## src/rtl/lis_pkg.sv

```systemverilog
package lis_pkg;
   typedef enum logic [1:0] {
      PLACE_TOP    = 2'b00,
      PLACE_BOTTOM = 2'b01,
      PLACE_BIMOD  = 2'b10,
      PLACE_SPARE  = 2'b11
   } place_mode_e;

   localparam int DRAW_W = 16;
endpackage

```

## src/rtl/lis_lfsr.sv

```systemverilog
module lis_lfsr
   import lis_pkg::*;
#(
   parameter logic [DRAW_W-1:0] SEED = 16'hACE1
) (
   input  logic              clk,
   input  logic              rst_n,
   input  logic              step,
   output logic [DRAW_W-1:0] state
);
   if (SEED == '0) begin : g_bad_seed
      $error("lis_lfsr: SEED must be nonzero");
   end

   logic fb;
   assign fb = state[15] ^ state[13] ^ state[12] ^ state[10];

   always_ff @(posedge clk or negedge rst_n) begin
      if (!rst_n)    state <= SEED;
      else if (step) state <= {state[DRAW_W-2:0], fb};
   end

   p_nonzero_r7: assert property (@(posedge clk) disable iff (!rst_n)
      state != '0);
endmodule

```

## src/rtl/lis_stack_next.sv

```systemverilog
module lis_stack_next #(
   parameter int WAYS = 8,
   localparam int IW  = (WAYS > 1) ? $clog2(WAYS) : 1
) (
   input  logic [WAYS-1:0][IW-1:0] cur,
   input  logic                    en,
   input  logic [IW-1:0]           pway,
   output logic [WAYS-1:0][IW-1:0] nxt
);
   logic [IW-1:0] pos;

   always_comb begin
      pos = '0;
      for (int i = 0; i < WAYS; i++) begin
         if (cur[i] == pway) pos = IW'(i);
      end
   end

   always_comb begin
      nxt = cur;
      if (en) begin
         nxt[0] = pway;
         for (int i = 1; i < WAYS; i++) begin
            if (i <= int'(pos)) nxt[i] = cur[i-1];
         end
      end
   end
endmodule

```

## src/rtl/lru_ins_stack.sv

```systemverilog
module lru_ins_stack
   import lis_pkg::*;
#(
   parameter int              WAYS      = 8,
   parameter int              EPS_BITS  = 5,
   parameter logic [15:0]     LFSR_SEED = 16'hACE1,
   localparam int             IW        = (WAYS > 1) ? $clog2(WAYS) : 1
) (
   input  logic                 clk,
   input  logic                 rst_n,
   input  logic                 acc_valid,
   input  logic                 acc_hit,
   input  logic [IW-1:0]        hit_way,
   input  logic                 fill_req,
   input  logic [1:0]           ins_mode,
   output logic [IW-1:0]        victim_way,
   output logic [WAYS*IW-1:0]   recency_flat
);
   if (WAYS < 2) begin : g_bad_ways
      $error("lru_ins_stack: WAYS must be at least 2");
   end
   if (EPS_BITS < 1 || EPS_BITS > DRAW_W - 1) begin : g_bad_eps
      $error("lru_ins_stack: EPS_BITS out of range");
   end

   logic [WAYS-1:0][IW-1:0] order, order_nxt;
   logic [DRAW_W-1:0]       draw_state;
   logic                    hit_do, fill_do, bimod_fill, draw_top;
   logic                    lift_en;
   logic [IW-1:0]           lift_way;
   place_mode_e             mode;

   assign mode       = place_mode_e'(ins_mode);
   assign hit_do     = acc_valid & acc_hit;
   assign fill_do    = fill_req & ~hit_do;
   assign bimod_fill = fill_do & (mode == PLACE_BIMOD);
   assign draw_top   = (draw_state[EPS_BITS-1:0] == '0);

   lis_lfsr #(.SEED(LFSR_SEED)) u_draw (
      .clk   (clk),
      .rst_n (rst_n),
      .step  (bimod_fill),
      .state (draw_state)
   );

   always_comb begin
      lift_en  = 1'b0;
      lift_way = order[WAYS-1];
      if (hit_do) begin
         lift_en  = 1'b1;
         lift_way = hit_way;
      end else if (fill_do) begin
         unique case (mode)
            PLACE_BOTTOM: lift_en = 1'b0;
            PLACE_BIMOD:  lift_en = draw_top;
            default:      lift_en = 1'b1;
         endcase
      end
   end

   lis_stack_next #(.WAYS(WAYS)) u_next (
      .cur  (order),
      .en   (lift_en),
      .pway (lift_way),
      .nxt  (order_nxt)
   );

   always_ff @(posedge clk or negedge rst_n) begin
      if (!rst_n) begin
         for (int i = 0; i < WAYS; i++) order[i] <= IW'(i);
      end else begin
         order <= order_nxt;
      end
   end

   assign victim_way   = order[WAYS-1];
   assign recency_flat = order;

   // Each way occupies exactly one slot
   for (genvar w = 0; w < WAYS; w++) begin : g_perm
      logic [WAYS-1:0] seen;
      always_comb begin
         for (int i = 0; i < WAYS; i++) seen[i] = (order[i] == IW'(w));
      end
      p_perm_r2: assert property (@(posedge clk) disable iff (!rst_n)
         $onehot(seen));
   end

   p_hit_range_r3: assert property (@(posedge clk) disable iff (!rst_n)
      hit_do |-> (int'(hit_way) < WAYS));
   p_hit_top_r3: assert property (@(posedge clk) disable iff (!rst_n)
      hit_do |=> (order[0] == $past(hit_way)));
   p_hit_keep_victim_r3: assert property (@(posedge clk) disable iff (!rst_n)
      (hit_do && hit_way != victim_way) |=> $stable(victim_way));
   p_top_fill_r5: assert property (@(posedge clk) disable iff (!rst_n)
      (fill_do && (mode == PLACE_TOP || mode == PLACE_SPARE))
      |=> (order[0] == $past(victim_way)));
   p_bottom_fill_r6: assert property (@(posedge clk) disable iff (!rst_n)
      (fill_do && mode == PLACE_BOTTOM) |=> $stable(order));
   p_bimod_fill_r7: assert property (@(posedge clk) disable iff (!rst_n)
      (fill_do && mode == PLACE_BIMOD)
      |=> ($stable(order) || order[0] == $past(victim_way)));
   p_idle_r9: assert property (@(posedge clk) disable iff (!rst_n)
      (!hit_do && !fill_req) |=> $stable(order));
endmodule

```

## config.mk

```make
export PLATFORM = sky130hd
export DESIGN_NAME = lru_ins_stack
export DESIGN_NICKNAME = d
export VERILOG_FILES = /design/src/rtl/lis_pkg.sv /design/src/rtl/lis_lfsr.sv /design/src/rtl/lis_stack_next.sv /design/src/rtl/lru_ins_stack.sv
export SDC_FILE = /design/constraint.sdc
export NUM_CORES = 1
export LEC_CHECK = 0
export ABC_AREA = 1
export ABC_CLOCK_PERIOD_IN_PS = 3250
export BUFFER_PORTS_ARGS = -buffer_cell sky130_fd_sc_hd__buf_2
export CAP_MARGIN = 20
export CORE_AREA = 2 2 63 65
export CTS_CLUSTER_DIAMETER = 80
export CTS_CLUSTER_SIZE = 14
export DETAILED_ROUTE_END_ITERATION = 10
export DIE_AREA = 0 0 65 67
export GPL_ROUTABILITY_DRIVEN = 0
export GPL_TIMING_DRIVEN = 0
export PLACE_DENSITY_LB_ADDON = 0.15
export SETUP_SLACK_MARGIN = 0.2
export SYNTH_ARGS = -nofsm -noshare
export SYNTH_HDL_FRONTEND = slang
export SYNTH_SLANG_ARGS = --single-unit
```

## constraint.sdc

```tcl
create_clock -name clk -period 3.25 [get_ports clk]
set_input_delay 0.1625 -clock clk [delete_from_list [all_inputs] [get_ports clk]]
set_output_delay 0.1625 -clock clk [all_outputs]
set_load 0.03 [all_outputs]
```

== Yosys cells after proc, flatten, opt, wreduce, memory -nomap -nowiden ==
Index checks and enable logic that the tools add are counted.

* Bits in registers: 40
* Input port bits: 10
* Output and inout port bits: 27

* Order comparisons: 7
* Equal/unequal tests: 9
* Multiplexer cells: 11
* Bitwise logic cells: 7
* Reductions and logical operators: 8

{| class="wikitable"
|+ Operators by type and width
! cell !! count
|-
| $eq A3 B3 Y1 || 7
|-
| $mux W3 || 5
|-
| $reduce_and A2 Y1 || 7
|-
| $le A3 B3 Y1 const A || 4
|-
| $le A2 B3 Y1 const A || 2
|-
| $logic_not A5 Y1 || 1
|-
| $mux W2 || 2
|-
| $and A1 B1 Y1 || 3
|-
| $le A1 B3 Y1 const A || 1
|-
| $mux W1 || 3
|-
| $xor A1 B1 Y1 || 3
|-
| $eq A2 B1 Y1 const B || 1
|-
| $eq A2 B2 Y1 const B || 1
|-
| $pmux W1 S2 || 1
|-
| $not A1 Y1 || 1
|}

== Longest topological paths before layout ==
* Depth in word-level cells: 12
* Gate-level depth with buffers: 17
* Depth with buffers taken out: 17

== Hierarchy ==
Synthesis repeated with hierarchy kept, for this count alone.

* Cell total of the unflattened synthesis: 258
* Area total of the unflattened synthesis: 2197.1 µm²

{| class="wikitable"
|+ By module, submodules not included
! module !! times used !! cells each !! area each (µm²) !! sequential area each (µm²)
|-
| lis_stack_next || 1 || 132 || 742.0 || 0.0
|-
| lru_ins_stack || 1 || 50 || 740.7 || 615.6
|-
| lis_lfsr || 1 || 76 || 714.4 || 410.4
|}

== Worst setup path before layout ==
Ideal clock, no wire load.

* Path type: reg-to-reg
* Start point: reg order, in the netlist victim_way[1]
* End point: reg order, in the netlist recency_flat[16]
* Setup time: 0.127 ns
* Arrival time: 1.766 ns
* Path slack: 1.357 ns
* Cell stages (with the launch flop): 11
* Path buffers: 0
* Cells stage by stage: dfstp_2 nand2_2 nand2_2 xor2_1 nand3_2 nand2_1 nor2_2 nor2_4 nand2_1 nand2_1 o21ai_0

* Cells in the longest elaborated chain, start to end: 11

{| class="wikitable"
|+ Ends and longest elaborated chain
! element !! RTL line !! text
|-
| start, declared || lru_ins_stack.sv:26 || <nowiki>logic [WAYS-1:0][IW-1:0] order, order_nxt;</nowiki>
|-
| start signal, assigned || lru_ins_stack.sv:72 || <nowiki>order <= order_nxt;</nowiki>
|-
| $mux W3 || lru_ins_stack.sv:49 || <nowiki>if (hit_do) begin</nowiki>
|-
| $eq A3 B3 Y1 || lis_stack_next.sv:15 || <nowiki>if (cur[i] == pway) pos = IW'(i);</nowiki>
|-
| $mux W1 || lis_stack_next.sv:15 ||
|-
| $mux W2 (2 in series) || lis_stack_next.sv:15 ||
|-
| $mux W3 (3 in series) || lis_stack_next.sv:15 ||
|-
| $mux W3 (*) || lis_stack_next.sv:15 ||
|-
| $le A3 B3 Y1 (*) || lis_stack_next.sv:24 || <nowiki>if (i <= int'(pos)) nxt[i] = cur[i-1];</nowiki>
|-
| $reduce_and A2 Y1 (no line) (*) || n/a ||
|}

Mark *: on every way between the ends. The rest lies on a longest branch, timed or not.
A chain may end at the register's enable or synchronous reset.

== Final worst setup path ==
* Start point: reg order, in the netlist victim_way[2]
* End point: reg order, in the netlist recency_flat[15]

The elaborated chain is that of the path after synthesis.

==> impl_results.rst <==
.. list-table::
   :header-rows: 1

   * - Metric
     - Value
   * - Placement Rows
     - 22
   * - Endpoint arrival time on the critical path
     - 2.23 ns
   * - Startpoint type of the worst setup path
     - flip-flop
   * - Number of antenna cells inserted
     - 0
   * - Clock net sink count
     - 40
   * - Initial Utilization
     - 57.0%
   * - Most frequent standard cell in the layout excluding fill and tap cells
     - sky130_fd_sc_hd__nand2_1
   * - Pin count of the biggest net entering global routing
     - 41
   * - Achievable Freq
     - 0.493 GHz
   * - Vias in the first global route
     - 1525
   * - Worst IR drop on VDD
     - 0.504 mV
   * - Worst-Margin Slew
     - 0.829 ns
   * - Synthesis-stage register bit count
     - 40
   * - Max layer used
     - met4
   * - Die Area
     - 4360 um^2
   * - Cells after synthesis
     - 239
   * - Floorplan core area
     - 3610 um^2
   * - Number of nets in the synthesized netlist
     - 249
   * - Commonest cells after routing, fill and taps aside
     - 61 x sky130_fd_sc_hd__nand2_1, 36 x sky130_fd_sc_hd__buf_2, 24 x sky130_fd_sc_hd__inv_1, 24 x sky130_fd_sc_hd__o21ai_0
   * - CTS Buffer Depth
     - 2
   * - Area taken by multi-input logic gates
     - 897 um^2
   * - Largest fanout on the critical path
     - 9
   * - Least setup slack across all paths after layout
     - 1.22 ns
   * - Static leakage power
     - 1.14 nW
   * - Horiz. Die Dim
     - 65 um
   * - Required time at the endpoint of the critical path
     - 3.45 ns
   * - Number of buffers added for setup after CTS
     - 0
   * - Fraction of final layout cells with drive strength greater than 1
     - 28.5%
   * - Antenna violations before repair
     - 0
   * - Avg Vias per Cell
     - 4.96
   * - Total CTS buffers
     - 5
   * - Smallest hold slack
     - 0.245 ns
   * - Overall power consumption
     - 2.68 mW
   * - TritonCTS clock tree
     - yes
   * - Root buffer cell
     - sky130_fd_sc_hd__clkbuf_8
   * - Metal1 wirelength
     - 1800 um
   * - Netlist area before placement
     - 2050 um^2
   * - Unrepaired setup endpoints after global routing
     - false
   * - HPWL after detailed placement
     - 2920 um
   * - Net count of the finished layout
     - 293
   * - Global-route total usage across every layer
     - 20.5%
   * - Total number of vias
     - 1647
   * - I/O pin count
     - 37
   * - Outcome
     - completed
   * - Detail-routed net length per standard cell
     - 11.7 um
   * - Number of H-tree branching levels
     - 2
   * - Worst hold path class
     - in -> reg
   * - Time the final worst path needs with I/O delays and setup
     - 2.03 ns
   * - Wire length of the first global-routing pass
     - 6760 um
   * - Number of detailed-routing iterations run before antenna repair
     - 4
   * - Distinct cell type count after synthesis
     - 26
   * - IO buf count
     - 36
   * - Total gr overflow
     - 0
   * - Number of DRC markers after the initial detailed-route iteration
     - 82
   * - Register area
     - 1030 um^2
   * - Die Height
     - 67 um
   * - Final setup violating endpoints
     - 0
   * - Clock Latency Late Sink
     - 0.29 ns
   * - Worst setup path category
     - reg -> reg
   * - Met3 Wirelength
     - 184 um
   * - Detailed-routed wire length on met2
     - 1830 um
   * - Worst setup slack before clock tree synthesis
     - 1.23 ns
   * - Worst Setup End Kind
     - flip-flop
   * - Clock-pin slew on the worst setup and hold paths
     - 0.08 ns
   * - Setup skew after layout
     - 0.0102 ns
   * - Final number of hold-violating endpoints
     - 0
   * - Worst max-slew margin expressed relative to the limit
     - 44.7%
   * - Setup TNS
     - 0 ns
   * - Post-route fraction of the period consumed by the critical path
     - 62.4%
   * - Total routed wirelength
     - 3870 um
   * - Sequential fraction of the synthesis area
     - 49.9%
   * - Final Max Slew Viols
     - 0
   * - Mean cell area of the mapped netlist
     - 8.60 um^2
   * - Total number of yosys warnings
     - 0
   * - Layout fillers
     - 305
   * - # DRC
     - 0
   * - PwrDens
     - 1120 nW/um^2
   * - # Max-Cap Violations
     - 0
   * - Synthesis-to-layout area growth
     - 16.6%
   * - Remaining antenna violation count after routing
     - 0
-- report_power, final --
part	internal [mW]	switching [mW]
clock	0.173	0.159
combinational	0.484	0.961
sequential	0.751	0.150
-- synth_stat cells --
master	n	area, um^2
sky130_fd_sc_hd__o21ai_1	2	10.0
sky130_fd_sc_hd__dfrtp_1	20	500
sky130_fd_sc_hd__xnor2_1	11	96.3
sky130_fd_sc_hd__a31oi_4	1	21.3
sky130_fd_sc_hd__nand3_2	2	20.0
sky130_fd_sc_hd__buf_4	3	22.5
sky130_fd_sc_hd__xor2_1	7	61.3
sky130_fd_sc_hd__nor2_1	12	45.0
sky130_fd_sc_hd__clkinv_1	1	3.75
sky130_fd_sc_hd__and3_1	1	6.26
sky130_fd_sc_hd__a31oi_1	3	18.8
sky130_fd_sc_hd__dfstp_2	20	526
sky130_fd_sc_hd__nor2_4	2	22.5
sky130_fd_sc_hd__nand3_1	19	95.1
sky130_fd_sc_hd__a21oi_4	1	16.3
sky130_fd_sc_hd__inv_1	24	90.1
sky130_fd_sc_hd__a21oi_1	7	35.0
sky130_fd_sc_hd__o21ai_2	1	8.76
sky130_fd_sc_hd__o31ai_1	1	7.51
sky130_fd_sc_hd__o21ai_0	24	120
sky130_fd_sc_hd__nor2_2	1	6.26
sky130_fd_sc_hd__clkbuf_1	4	15.0
sky130_fd_sc_hd__nand3b_1	3	22.5
sky130_fd_sc_hd__nand2_4	1	11.3
sky130_fd_sc_hd__nand2_1	61	229
sky130_fd_sc_hd__nand2_2	7	43.8
-- state kept, by name (all words and copies together), names as in the netlist --
register	count
recency_flat	21
u_draw.state	16
victim_way	3
-- cells by family (layout without fill, tap and decap cells) --
logic type | after synthesis | after routing | share of synthesized area, %
simple gates | 109 | 109 | 24.4
xor+xnor | 18 | 18 | 7.67
compound gates | 40 | 40 | 11.6
flops | 40 | 40 | 49.9
buf+inv | 32 | 77 | 6.39
-- per-layer routing --
metal / vias to the layer above / track usage (%)
met4: 0 / 7.71
met5: - / 0
li1: 853 / -
met1: 753 / 25.7
met2: 35 / 34.5
met3: 6 / 4.56
-- worst paths after layout --
check	slack (ns)	startpoint	cells past startpoint	to
max	1.22	victim_way[2]$_DFFE_PN1P_	9	recency_flat[15]$_DFFE_PN1P_
min	0.24	hit_way[2]	3	recency_flat[2]$_DFFE_PN0P_
max reg2reg	1.22	victim_way[2]$_DFFE_PN1P_	9	recency_flat[15]$_DFFE_PN1P_
min reg2reg	0.48	u_draw.state[6]$_DFFE_PN1P_	2	u_draw.state[7]$_DFFE_PN1P_
max in group asynchronous	2.22	rst_n	2	recency_flat[18]$_DFFE_PN0P_
min in group asynchronous	0.51	rst_n	2	recency_flat[11]$_DFFE_PN0P_
-- worst max-delay path: stages (launching register included) --
cell,delay [ns]
sky130_fd_sc_hd__dfstp_2,0.59
sky130_fd_sc_hd__nand2_2,0.10
sky130_fd_sc_hd__nand2_2,0.19
sky130_fd_sc_hd__xor2_1,0.17
sky130_fd_sc_hd__nand3_1,0.11
sky130_fd_sc_hd__nand2_1,0.12
sky130_fd_sc_hd__nor2_2,0.06
sky130_fd_sc_hd__nor2_4,0.22
sky130_fd_sc_hd__nand2_1,0.17
sky130_fd_sc_hd__o21ai_0,0.21
-- cell type report --
cell class	instances	share of cell area [%]
buffer	7	1.57
clock buffer	8	3.76
inverter	25	3.92
multi-input combinational	167	37.5
sequential	40	42.8
tap	48	2.51
timing repair buffer	37	7.94
-- stage by stage --
| stage | util, % | instances | instance area (um^2) |
|---|---|---|---|
| 2_1_floorplan | - | 239 | 2050 |
| 3_3_place_gp | 63.6 | 323 | 2290 |
| 3_5_place_dp | 63.6 | 323 | 2290 |
| 4_1_cts | 66.4 | 332 | 2390 |
| 5_1_grt | 66.4 | 332 | 2390 |
| 6_report | 66.4 | 332 | 2390 |
-- repair_timing --
item,4_1_cts,5_1_grt
gates resized for setup,0,0
hold buffers,1,0
endpoints found under the hold margin,2,0
(Power assumes the default switching activity.)
